$ cat config.mk
export PLATFORM = sky130hd
export DESIGN_NAME = rx_da_filter
export DESIGN_NICKNAME = d
export VERILOG_FILES = /design/src/rtl/rx_da_filter_pkg.sv /design/src/rtl/rx_da_crc.sv /design/src/rtl/rx_da_track.sv /design/src/rtl/rx_da_decide.sv /design/src/rtl/rx_da_filter.sv
export SDC_FILE = /design/constraint.sdc
export NUM_CORES = 1
export LEC_CHECK = 0
export CAP_MARGIN = 20
export CORE_MARGIN = 2
export CORE_UTILIZATION = 43
export CTS_BUF_LIST = sky130_fd_sc_hd__clkbuf_4
export DETAILED_ROUTE_END_ITERATION = 12
export DONT_BUFFER_PORTS = 1
export GPL_TIMING_DRIVEN = 1
export SYNTH_ARGS = -nofsm -noshare
export SYNTH_HDL_FRONTEND = slang
export SYNTH_SLANG_ARGS = --single-unit
$ cat constraint.sdc
create_clock -name clk -period 1.55 [get_ports clk]
set_input_delay 0.155 -clock clk [delete_from_list [all_inputs] [get_ports clk]]
set_output_delay 0.155 -clock clk [all_outputs]
set_load 0.1 [all_outputs]
$ cat src/rtl/rx_da_filter_pkg.sv
package rx_da_filter_pkg;
  localparam int unsigned ADDR_BYTES = 6;
  localparam int unsigned CRC_W      = 32;
  localparam logic [CRC_W-1:0] CRC_POLY = 32'hEDB8_8320;

  // One byte of a reflected CRC-32, least significant bit first.
  function automatic logic [CRC_W-1:0] crc_step(input logic [CRC_W-1:0] c,
                                                input logic [7:0] b);
    logic [CRC_W-1:0] r;
    r = c;
    for (int k = 0; k < 8; k++) begin
      if (r[0] ^ b[k]) r = (r >> 1) ^ CRC_POLY;
      else             r = r >> 1;
    end
    return r;
  endfunction
endpackage

$ cat src/rtl/rx_da_crc.sv
module rx_da_crc
  import rx_da_filter_pkg::*;
(
  input  logic             clk,
  input  logic             rst_n,
  input  logic             restart,
  input  logic             take,
  input  logic [7:0]       data,
  output logic [CRC_W-1:0] crc_next
);
  logic [CRC_W-1:0] crc_q;
  logic [CRC_W-1:0] crc_base;
  logic             crc_en;

  always_comb begin
    crc_base = restart ? '1 : crc_q;
    crc_next = take ? crc_step(crc_base, data) : crc_base;
    crc_en   = restart | take;
  end

  always_ff @(posedge clk or negedge rst_n) begin
    if (!rst_n)      crc_q <= '1;
    else if (crc_en) crc_q <= crc_next;
  end
endmodule

$ cat src/rtl/rx_da_track.sv
module rx_da_track
  import rx_da_filter_pkg::*;
#(
  parameter int unsigned NBYTES = ADDR_BYTES
) (
  input  logic              clk,
  input  logic              rst_n,
  input  logic              frame_start,
  input  logic              byte_valid,
  input  logic [7:0]        byte_data,
  input  logic [NBYTES*8-1:0] station,
  output logic              take,
  output logic              last_byte,
  output logic              eq_now,
  output logic              bc_now,
  output logic              mc_now
);
  localparam int unsigned CNT_W = $clog2(NBYTES + 1);
  localparam logic [CNT_W-1:0] CNT_LAST = CNT_W'(NBYTES - 1);
  localparam logic [CNT_W-1:0] CNT_DONE = CNT_W'(NBYTES);

  logic [7:0]       st_byte [NBYTES];
  logic [CNT_W-1:0] cnt_q, cnt_base, cnt_d;
  logic             eq_q, bc_q, mc_q;
  logic             eq_base, bc_base;
  logic [7:0]       st_sel;
  logic             trk_en;

  for (genvar g = 0; g < NBYTES; g++) begin : g_sta
    assign st_byte[g] = station[(NBYTES-1-g)*8 +: 8];
  end

  always_comb begin
    cnt_base  = frame_start ? '0 : cnt_q;
    eq_base   = frame_start | eq_q;
    bc_base   = frame_start | bc_q;
    take      = byte_valid && (cnt_base < CNT_DONE);
    last_byte = take && (cnt_base == CNT_LAST);
    st_sel    = '0;
    for (int i = 0; i < NBYTES; i++)
      if (cnt_base == CNT_W'(i)) st_sel = st_byte[i];
    eq_now    = eq_base & (!take | (byte_data == st_sel));
    bc_now    = bc_base & (!take | (byte_data == 8'hFF));
    mc_now    = (take && cnt_base == '0) ? byte_data[0] : mc_q;
    cnt_d     = take ? cnt_base + 1'b1 : cnt_base;
    trk_en    = frame_start | take;
  end

  always_ff @(posedge clk or negedge rst_n) begin
    if (!rst_n) begin
      cnt_q <= CNT_DONE;
      eq_q  <= 1'b0;
      bc_q  <= 1'b0;
      mc_q  <= 1'b0;
    end else if (trk_en) begin
      cnt_q <= cnt_d;
      eq_q  <= eq_now;
      bc_q  <= bc_now;
      mc_q  <= mc_now;
    end
  end
endmodule

$ cat src/rtl/rx_da_decide.sv
module rx_da_decide
  import rx_da_filter_pkg::*;
#(
  parameter int unsigned HASH_BITS = 64
) (
  input  logic                 clk,
  input  logic                 rst_n,
  input  logic                 last_byte,
  input  logic                 eq_now,
  input  logic                 bc_now,
  input  logic                 mc_now,
  input  logic [CRC_W-1:0]     crc,
  input  logic [HASH_BITS-1:0] hash_table,
  input  logic                 promisc,
  input  logic                 bcast_reject,
  input  logic                 uni_hash,
  output logic                 verdict_valid,
  output logic                 verdict_accept
);
  localparam int unsigned IDX_W = $clog2(HASH_BITS);

  logic [IDX_W-1:0] idx;
  logic             hash_hit, ok, vld_d, acc_d;

  always_comb begin
    idx      = crc[CRC_W-1 -: IDX_W];
    hash_hit = hash_table[idx];
    if (promisc)     ok = 1'b1;
    else if (bc_now) ok = !bcast_reject;
    else if (mc_now) ok = hash_hit;
    else             ok = eq_now | (uni_hash & hash_hit);
    vld_d = last_byte;
    acc_d = last_byte & ok;
  end

  always_ff @(posedge clk or negedge rst_n) begin
    if (!rst_n) begin
      verdict_valid  <= 1'b0;
      verdict_accept <= 1'b0;
    end else begin
      verdict_valid  <= vld_d;
      verdict_accept <= acc_d;
    end
  end
endmodule

$ cat src/rtl/rx_da_filter.sv
module rx_da_filter
  import rx_da_filter_pkg::*;
#(
  parameter int unsigned HASH_BITS = 64
) (
  input  logic        clk,
  input  logic        rst_n,
  input  logic        frame_start,
  input  logic        byte_valid,
  input  logic [7:0]  byte_data,
  input  logic [31:0] cfg_sta_lo,
  input  logic [15:0] cfg_sta_hi,
  input  logic [31:0] cfg_hash_lo,
  input  logic [31:0] cfg_hash_hi,
  input  logic        cfg_promisc,
  input  logic        cfg_bcast_reject,
  input  logic        cfg_uni_hash,
  output logic        verdict_valid,
  output logic        verdict_accept
);
  logic [1:0]       rst_sync;
  logic             rst_int_n;
  logic             take, last_byte, eq_now, bc_now, mc_now;
  logic [CRC_W-1:0] crc_next;

  // Asynchronous assertion, synchronous release.
  always_ff @(posedge clk or negedge rst_n) begin
    if (!rst_n) rst_sync <= 2'b00;
    else        rst_sync <= {rst_sync[0], 1'b1};
  end
  assign rst_int_n = rst_sync[1];

  rx_da_track #(.NBYTES(ADDR_BYTES)) u_track (
    .clk(clk), .rst_n(rst_int_n), .frame_start(frame_start),
    .byte_valid(byte_valid), .byte_data(byte_data),
    .station({cfg_sta_hi, cfg_sta_lo}), .take(take), .last_byte(last_byte),
    .eq_now(eq_now), .bc_now(bc_now), .mc_now(mc_now)
  );

  rx_da_crc u_crc (
    .clk(clk), .rst_n(rst_int_n), .restart(frame_start), .take(take),
    .data(byte_data), .crc_next(crc_next)
  );

  rx_da_decide #(.HASH_BITS(HASH_BITS)) u_decide (
    .clk(clk), .rst_n(rst_int_n), .last_byte(last_byte), .eq_now(eq_now),
    .bc_now(bc_now), .mc_now(mc_now), .crc(crc_next),
    .hash_table({cfg_hash_hi, cfg_hash_lo}), .promisc(cfg_promisc),
    .bcast_reject(cfg_bcast_reject), .uni_hash(cfg_uni_hash),
    .verdict_valid(verdict_valid), .verdict_accept(verdict_accept)
  );
endmodule

== After elaboration in Yosys (flattened, before gate mapping) ==
Index checks and enable logic that the tools add are counted.
Storage, ports and cells
  register bits after elaboration: 42
Cells by class
  reductions and logical operators: 6
  equality and inequality tests: 7
  bitwise operators: 26
  $lt $le $gt $ge: 2
  add/subtract/negate cells: 1
  multiplexer cells: 24
Operators by type and width (count)
  32-bit two-way mux: 10
  13-bit NOT with 14-bit output: 8
  8-bit two-way mux: 6
  8-bit equality test: 1
  8-bit equality test, second input constant: 1
  1-bit bitwise XOR: 8
  6-bit by 7-bit < comparator with 1-bit output, second input constant: 1
  1-bit binary-select mux with 6-bit select: 1
  3-bit by 2-bit equality test with 1-bit output, second input constant: 2
  3-bit equality test, second input constant: 2
  3-bit two-way mux: 2
  1-bit OR: 6
  1-bit two-way mux: 5
  1-bit AND: 4
  3-bit by 1-bit adder with 3-bit output, second input constant: 1
  3-bit by 1-bit equality test with 1-bit output, second input constant: 1
  1-bit logical AND: 3
  3-bit zero test: 1
  3-bit < comparator, second input constant: 1
  1-bit zero test: 2

== Depth between registers and ports, before layout ==
Gate-level depths: netlist of run 1.
  depth after elaboration: 26
  mapped depth: 18
  gate-level depth less buffers: 14

== By module ==
A second synthesis of run 1 with hierarchy kept.
Second synthesis, totals
  cell total of the unflattened synthesis: 602
  area, all modules: 5017.3 µm²
Modules (own cells, without submodules)
  rx_da_crc: cells an instance 345, area each 2861.5 µm², times used 1
  rx_da_track: cells an instance 192, area each 1400.1 µm², times used 1
  rx_da_decide: cells an instance 62, area each 701.9 µm², times used 1
  rx_da_filter: cells an instance 3, area each 53.8 µm², times used 1

== Worst setup path before layout of run 1 ==
Ideal clock, no wire load.
  path kind: in2reg
  from: input frame_start
  to: register u_decide.verdict_accept
  stages on the path: 18
  arrival: 3362 ps
  slack: -1933 ps
  buffers on the path: 5
  cells stage by stage: buf_2 buf_1 clkbuf_1 clkinv_1 nand2_1 ha_1 clkbuf_1 nor2b_1 clkbuf_1 a221oi_1 o31ai_1 a22oi_1 xnor2_1 nor4_1 nand4_1 a21oi_1 a311o_1 a22o_1
Between the ends
  word-level cells in the longest chain between the ends: 23
  elaborated cells between the ends (all ways): 59
RTL lines
  start, declared: RTL line rx_da_filter.sv:8  | input logic frame_start,
  32-bit two-way mux: RTL line rx_da_crc.sv:16  | crc_base = restart ? '1 : crc_q;
  32-bit two-way mux (2 in a row): RTL line rx_da_filter_pkg.sv:12  | if (r[0] ^ b[k]) r = (r >> 1) ^ CRC_POLY;
  1-bit bitwise XOR: RTL line rx_da_filter_pkg.sv:12
  32-bit two-way mux: RTL line rx_da_filter_pkg.sv:12
  13-bit NOT with 14-bit output (no line)
  32-bit two-way mux: RTL line rx_da_filter_pkg.sv:12
  13-bit NOT with 14-bit output (no line)
  32-bit two-way mux (2 in a row): RTL line rx_da_filter_pkg.sv:12
  [... 6 more ...]
  1-bit two-way mux (implied by the code): RTL line rx_da_decide.sv:27  | hash_hit = hash_table[idx];
  1-bit AND: RTL line rx_da_decide.sv:31  | else ok = eq_now | (uni_hash & hash_hit);
  1-bit OR: RTL line rx_da_decide.sv:31
  1-bit two-way mux: RTL line rx_da_decide.sv:30  | else if (mc_now) ok = hash_hit;
  1-bit two-way mux: RTL line rx_da_decide.sv:29  | else if (bc_now) ok = !bcast_reject;
  1-bit two-way mux: RTL line rx_da_decide.sv:28  | if (promisc) ok = 1'b1;
  1-bit AND *: RTL line rx_da_decide.sv:33  | acc_d = last_byte & ok;
  net u_decide.acc_d: RTL line rx_da_decide.sv:23  | logic hash_hit, ok, vld_d, acc_d;
  end signal, assigned: RTL line rx_da_decide.sv:39  | verdict_accept <= 1'b0;
  end signal, assigned: RTL line rx_da_decide.sv:42  | verdict_accept <= acc_d;
  end, declared: RTL line rx_da_decide.sv:18  | output logic verdict_accept
Mark *: on every way through the listed nets, which the timed path passes. The rest lies on a longest branch. The select of a mux whose other input is x is not followed.
A chain may end at the register's enable or synchronous reset.

== Worst setup path after layout of run 1 ==
  from: register u_crc.crc_q[3]
  to: register u_decide.verdict_accept
Between the ends
  word-level cells in the longest chain between the ends: 22
  elaborated cells between the ends (all ways): 23
RTL lines
  start, declared: RTL line rx_da_crc.sv:11  | logic [CRC_W-1:0] crc_q;
  start signal, assigned: RTL line rx_da_crc.sv:23  | else if (crc_en) crc_q <= crc_next;
  32-bit two-way mux *: RTL line rx_da_crc.sv:16
  32-bit two-way mux * (3 in a row): RTL line rx_da_filter_pkg.sv:12
  1-bit bitwise XOR *: RTL line rx_da_filter_pkg.sv:12
  32-bit two-way mux *: RTL line rx_da_filter_pkg.sv:12
  13-bit NOT with 14-bit output (no line)
  32-bit two-way mux * (2 in a row): RTL line rx_da_filter_pkg.sv:12
  13-bit NOT with 14-bit output (no line) or 32-bit two-way mux (tied branches)
  32-bit two-way mux *: RTL line rx_da_filter_pkg.sv:12
  [... 4 more ...]
  1-bit two-way mux (implied by the code) *: RTL line rx_da_decide.sv:27
  1-bit AND: RTL line rx_da_decide.sv:31
  1-bit OR: RTL line rx_da_decide.sv:31
  1-bit two-way mux *: RTL line rx_da_decide.sv:30
  1-bit two-way mux *: RTL line rx_da_decide.sv:29
  1-bit two-way mux *: RTL line rx_da_decide.sv:28
  1-bit AND *: RTL line rx_da_decide.sv:33
  net u_decide.acc_d: RTL line rx_da_decide.sv:23
Marked as above.

==> metrics, run 1 <==
depth of the CTS H-tree 2; Final WS setup -1.44 ns; Layout area overhead 61.9%; die area 10400 µm²; Worst Tran Pin Value 0.717 ns; cell row count 35; largest area contributor in the netlist dfstp_2; area fraction of the dominant cell type after synthesis 21.6%; power density over the cells 1990 nW/µm²; Final setup viols 38; Final min period 2.99 ns; Sinks on Clock Net 42; fraction of layout cells with a size suffix above 1 46.8%; I/O Buffers 0; routed vias/inst 5.83; synth top area cells dfstp_2, xnor2_1, a21oi_1; Starting Density 44.6%; fmax 334 MHz; Syn Area/Cell 7.90 µm²; Tcrit/Tclk final 193%; via count 4579; Worst path max stage delay 0.62 ns; Min-Delay Path Class primary input to flip-flop; die height 102 µm; nets@finish 787; Clk pwr share 5.8%; skew final 0.0247 ns; worst-path fanout max 12; total track usage 26.9%; DRT Wirelength 15400 µm; TritonCTS buffer count 5; Hold Violations, Final 0; relative slew slack 52.1%; CTS tree yes; die width 102 µm; synthesized area 4140 µm²; Post-Place Cells 722; DRC viols 0; ANT cells 0; Ys Warns 0; crit path max-delay cell type dfstp_2; fill count 681; Post-Synthesis Cells 524; outcome finished with violations; Clock Tree Root clkbuf_4; Post-DRT Antenna Nets 0; Post-synth ARST share 100%; failing checks negative setup slack; drt first pass iters 5; Seq pwr share 16.0%; global placer's final weighted congestion 0.894; sequential share of the synthesized area 26.4%; critical path class flip-flop to flip-flop; syn nets 656; HPWL after detailed placement 9840 µm; initial antenna violation count 0; RSZ-0062 raised after global routing true; Wirelength per Cell 19.6 µm; Power Internal 0.00772 W; Sw Ratio 42.1%; critical path, cell by cell xnor2_1 -> nor2_1 -> xnor2_2 -> xnor3_2 -> a21o_4 -> buf_4 -> a211oi_1 -> a311oi_1 -> o22ai_1 -> o32ai_1 -> a22o_1; Synth cell types 58; vias in the first global route 4473; first-pass GRT wire length 22100 µm; top_reg_cell synth dfstp_2; utilization after layout 72.2%; grt ovf 0; largest net degree at the start of global routing 45; core footprint 9280 µm²; crit end category flip-flop; clock tree buffer depth 2; Net Sw Power 0.00562 W; synthesized flop and latch total 42; worst hold slack 0.0148 ns; worst IR drop on VDD 0.00135 V; initial drt markers 207; non-filler instance count after layout 785; Buffers & Inverters on Critical Path 1; Ports 129; Max Cap Viol 0; final number of max-transition violations 0; Worst EP arrival 3.26 ns; Clock transition at path regs 0.15 ns; Comb pwr share 78.2%; Worst path top cell family by delay compound AO/OA/AOI/OAI gates; CP startpoint kind flip-flop; Skew-Pair Late Insertion Delay 0.38 ns; EDFF count, synth 0; Worst Path Required 1.81 ns; Lkg Pwr 2.83 nW
[cells in the final DEF, fill, tap and decap left out, types with 4 or more instances in the layout]
master / count
a211oi_1: 12
a21oi_1: 39
a21oi_2: 6
a221oi_2: 7
a22oi_1: 15
buf_12: 13
buf_4: 92
buf_6: 32
buf_8: 4
clkbuf_4: 6
dfrtp_1: 8
dfstp_2: 34
dlygate4sd3_1: 15
inv_1: 11
mux2i_1: 23
nand2_1: 48
nand2_4: 6
nand3_1: 9
nor2_1: 44
nor2_2: 11
nor2_4: 5
nor2b_1: 7
nor3_1: 7
o21ai_0: 11
o21ai_1: 15
o21ai_2: 6
o221ai_1: 6
o22ai_1: 6
o31ai_1: 12
or3_1: 9
xnor2_1: 14
xnor2_2: 25
xnor2_4: 11
xor2_1: 9
xor2_4: 4
[cell usage after synthesis, types with 2 or more instances]
cell type	n
clkbuf_1	26
a21oi_1	48
or3_1	11
o221ai_1	6
o22a_1	2
nor2_1	59
nor2b_1	11
xor2_1	11
o211ai_1	3
nand3_1	12
xnor2_1	50
o31ai_1	14
dfrtp_1	8
nand4_1	3
a211oi_1	14
a221oi_1	9
o21ai_0	31
or2_2	2
dfstp_2	34
a22oi_1	15
buf_1	4
nand2_1	54
xnor3_1	2
nor3_1	7
o22ai_1	8
xor2_4	2
nand2b_1	2
mux2i_1	23
buf_2	4
a31oi_1	2
o211a_1	2
ha_1	5
inv_1	15
[final cells by class]
type	instances	area (µm²)	area share, %
multi-input cells	428	3630	54.2
repair buffers	161	1640	24.5
flip-flops and latches	42	1090	16.3
well taps	129	161	2.41
inverters	17	86.3	1.29
clock inverters	3	43.8	0.653
clock buffers	5	37.5	0.560
[worst min-delay path, delay by kind of cell]
family                    cells  cell delay, ns
and+or+nand+nor               1            0.09
AOI/OAI and AO/OA             1            0.06
xor gates and xnor gates      1            0.05
[what timing repair did]
action,in CTS,in global routing
endpoints found under the hold margin,27,14
pin swaps,19,44
resized for setup,85,93
endpoints found under the setup margin,37,38
gates cloned,3,2
setup buffers,16,28
hold buffers,12,3
[metrics by stage]
step | TNS [ns] | instance area, µm² | power (W) | setup WS [ns]
after CTS | -16.99 | 6040 | 0.0115 | -1.38
final | -19.96 | 6700 | 0.0133 | -1.44
after detailed placement | -17.77 | 5240 | 0.00957 | -1.54
after floorplan | -9.95 | 4580 | 0.00711 | -1.36
after global placement | -16.70 | 5240 | 0.00936 | -1.49
after global routing | -22.66 | 6700 | 0.0141 | -1.57
[cell families after synthesis]
kind of cell               Yosys count  synth area share [%]
other                                1                0.0906
xor gates and xnor gates            67                  16.5
and+or+nand+nor                    165                  17.5
buffers and inverters               54                  5.83
muxes                               23                  5.56
AOI/OAI and AO/OA                  167                  26.6
DFF                                 42                  26.4
adders and majority gates            5                  1.51
[per-layer routing]
layer	vias to the layer above	global-route usage [%]	wire length [µm]
met1	2253	34.5	6160
met4	0	4.41	249
met5	-	0	0
met2	147	48.1	8170
met3	23	4.65	783
li1	2156	-	-
[power groups by stage]
stage	logic (W)	clock network, W	registers (W)
floorplan	0.00511	0	0.00200
global placement	0.00731	0	0.00205
detailed placement	0.00750	0	0.00207
CTS	0.00864	0.000783	0.00208
global route	0.0111	0.000833	0.00218
finish	0.0104	0.000774	0.00214
[flip-flops by register name (all words and copies together), names as in the netlist]
register and flops:
u_decide.verdict_accept 1, u_track.eq_q 1, u_track.mc_q 1, u_decide.verdict_valid 1, u_crc.crc_q 32, u_track.cnt_q 3
u_track.bc_q 1, rst_sync 2
[worst paths after layout]
check | cells past startpoint | slack (ns) | to | from
min in group asynchronous | 1 | 0.31 | u_decide.verdict_valid$_DFF_PN0_ | rst_sync[1]$_DFF_PN0_
max | 11 | -1.44 | u_decide.verdict_accept$_DFF_PN0_ | u_crc.crc_q[3]$_DFFE_PN1P_
max in group asynchronous | 1 | 0.85 | u_crc.crc_q[31]$_DFFE_PN1P_ | rst_sync[1]$_DFF_PN0_
min | 3 | 0.01 | u_track.eq_q$_DFFE_PN0P_ | byte_data[0]
max reg2reg | 11 | -1.44 | u_decide.verdict_accept$_DFF_PN0_ | u_crc.crc_q[3]$_DFFE_PN1P_
min reg2reg | 1 | 0.31 | u_decide.verdict_valid$_DFF_PN0_ | rst_sync[1]$_DFF_PN0_
No activity file was read; power rests on OpenSTA's default activity.
==> run 2, diff against run 1 <==
- SYNTH_HIERARCHICAL: not set -> 1
==> run 2 against run 1 <==
Against the previous run: the run still ends with negative setup slack left; fmax fell by 4.3%; non-clock buffer count is 6 lower; critical path depth rose by 1; count of clock-buffer cells in the layout grew 1; critical endpoint is now u_decide/verdict_accept$_DFF_PN0_.
==> metrics, run 2 <==
outcome finished with violations; failing checks negative setup slack; R2R depth 12 (+1); I/O Buffers 0 (unchanged); Worst path max stage delay 0.62 ns (about the same); die width 110 µm (+7.7%); DRC viols 0 (unchanged); power density over the cells 1640 nW/µm² (-18%); final number of max-transition violations 0 (unchanged); Wirelength per Cell 21.9 µm (+12%); Skew-Pair Late Insertion Delay 0.39 ns (about the same); Syn Area/Cell 8.39 µm² (+6.1%); crit path max-delay cell type dfstp_2; max FFs per register 32 (unchanged); CTS tree yes; clock tree buffer depth 2 (unchanged); syn nets 706 (+7.6%); Clock transition at path regs 0.15 ns (about the same); relative slew slack 53.7% (+1.6 points); TritonCTS buffer count 5 (unchanged); Final min period 3.12 ns (+0.134 ns); Min-Delay Path Class primary input to flip-flop; Layout area overhead 46.6%; worst IR drop on VDD 0.000931 V (-31%); DRT Wirelength 18200 µm (+18%); Buffers & Inverters on Critical Path 1 (unchanged); RSZ-0062 raised after global routing true; critical path class flip-flop to flip-flop; dpl ws -1.54 ns (-0.00130 ns); fraction of layout cells with a size suffix above 1 47.5% (+0.67 points); Setup Total Neg Slack -16.27 ns (+3.69 ns); Worst path top cell family by delay compound AO/OA/AOI/OAI gates; nets@finish 820 (+4.2%); depth of the CTS H-tree 2 (unchanged); critical path, cell by cell xor2_2 -> nand3_2 -> a211oi_2 -> nor2_2 -> xnor2_1 -> a21oi_1 -> buf_4 -> mux4_1 -> nor3_1 -> nor4_1 -> a211oi_1 -> o31ai_1; global placer's final weighted congestion 0.894 (about the same); die area 12100 µm² (+16%); commonest non-fill, non-tap cell in the layout buf_4; Final setup viols 35 (-7.9%); Ports 129 (unchanged); fmax 320 MHz (-4.3%); core footprint 10900 µm² (+17%); Reg with most FFs u_crc/crc_q; WHS Path Cells 3 (unchanged); commonest non-fill, non-tap cells in the layout buf_4, nor2_1, dfstp_2; worst-path fanout max 7 (-5); Sinks on Clock Net 42 (unchanged); largest net degree at the start of global routing 55 (+22%); Worst Tran Pin Value 0.695 ns (-0.0220 ns); total track usage 29.2% (+2.3 points); Starting Density 44.4% (-0.23 points); Worst Path Required 1.83 ns (+0.02 ns); drt first pass iters 6 (+1); Worst EP arrival 3.40 ns (+0.14 ns); routed vias/inst 6.32 (+8.3%); Hold Violations, Final 0 (unchanged); Ys Warns 6 (+6); grt ovf 0 (unchanged); utilization after layout 65.0% (-7.2 points); Total Power 0.0116 W (-13%); ANT cells 0 (unchanged); top flop regs u_crc/crc_q x32, u_track/cnt_q x3, rst_sync x2; CP startpoint kind flip-flop; crit end category flip-flop; HPWL after detailed placement 11800 µm (+20%); Final WS setup -1.57 ns (-0.134 ns); Post-DRT Antenna Nets 0 (unchanged); Clock Tree Root clkbuf_4; vias in the first global route 5239 (+17%); critical path depth 12 (+1); initial drt markers 289 (+40%); Tcrit/Tclk final 202% (+8.6 points); first-pass GRT wire length 27200 µm (+23%); Max Cap Viol 0 (unchanged); via count 5250 (+15%); cell row count 38 (+8.6%); die height 110 µm (+7.7%); synthesized area 4830 µm² (+17%); skew final 0.0141 ns (-0.0107 ns); initial antenna violation count 0 (unchanged); Lkg Pwr 2.85 nW (+0.61%); Post-Synthesis Cells 576 (+9.9%)
run 2: layout make-up:
cell class	count	area, µm²
Sequential cell	42	1090
Inverter	33	129
Timing Repair Buffer	155	1480
Clock buffer	6	45.0
Multi-Input combinational cell	453	4120
Clock inverter	2	37.5
Fill cell	836	3810
Tap cell	140	175
run 2: worst paths after layout:
check,slack [ns],from,endpoint
worst max-delay path,-1.57,u_crc/crc_q[0]$_DFFE_PN1P_,u_decide/verdict_accept$_DFF_PN0_
worst min-delay path,0.01,cfg_promisc,u_decide/verdict_accept$_DFF_PN0_
worst max register to register,-1.57,u_crc/crc_q[0]$_DFFE_PN1P_,u_decide/verdict_accept$_DFF_PN0_
worst min register to register,0.26,rst_sync[1]$_DFF_PN0_,u_track/eq_q$_DFFE_PN0P_
max in group asynchronous,0.58,rst_sync[1]$_DFF_PN0_,u_crc/crc_q[31]$_DFFE_PN1P_
min in group asynchronous,0.26,rst_sync[1]$_DFF_PN0_,u_track/eq_q$_DFFE_PN0P_
run 2: worst register-to-register path, cell delays in order, from the launching register on:
cell,delay [ns]
dfstp_2,0.62
xor2_2,0.18
nand3_2,0.14
a211oi_2,0.34
nor2_2,0.10
xnor2_1,0.15
a21oi_1,0.15
buf_4,0.20
mux4_1,0.56
nor3_1,0.14
nor4_1,0.09
a211oi_1,0.25
o31ai_1,0.09
run 2: routing by layer:
layer | global-route usage (%) | part of all wire (%) | up-vias
li1 | - | - | 2353
met1 | 35.4 | 38 | 2559
met2 | 50.2 | 50 | 272
met3 | 7.00 | 7.9 | 66
met4 | 10.2 | 4.4 | 0
met5 | 0 | 0 | -
run 2: report_power, final:
group | leakage, nW | total (W) | switching [W] | internal (W)
logic | 2.35 | 0.00864 | 0.00408 | 0.00455
clock network | 0.0419 | 0.000789 | 0.000431 | 0.000358
registers | 0.457 | 0.00219 | 0.000443 | 0.00175
run 2: repair_timing:
action                     CTS  global route
hold buffers                 7             1
gates cloned                 2             2
gates resized for setup     99            63
hold endpoints to repair    30             1
setup buffers               23            18
setup endpoints to repair   35            37
pin swaps                   32            31
run 2: stage by stage:
step | hold slack (ns) | std cells | area [µm²]
2_1_floorplan | -0.141 | 576 | 5140
5_1_grt | 0.0170 | 831 | 7080
3_3_place_gp | -0.141 | 775 | 5760
3_5_place_dp | -0.141 | 775 | 5760
6_report | 0.0130 | 831 | 7080
4_1_cts | 0.00333 | 815 | 6600
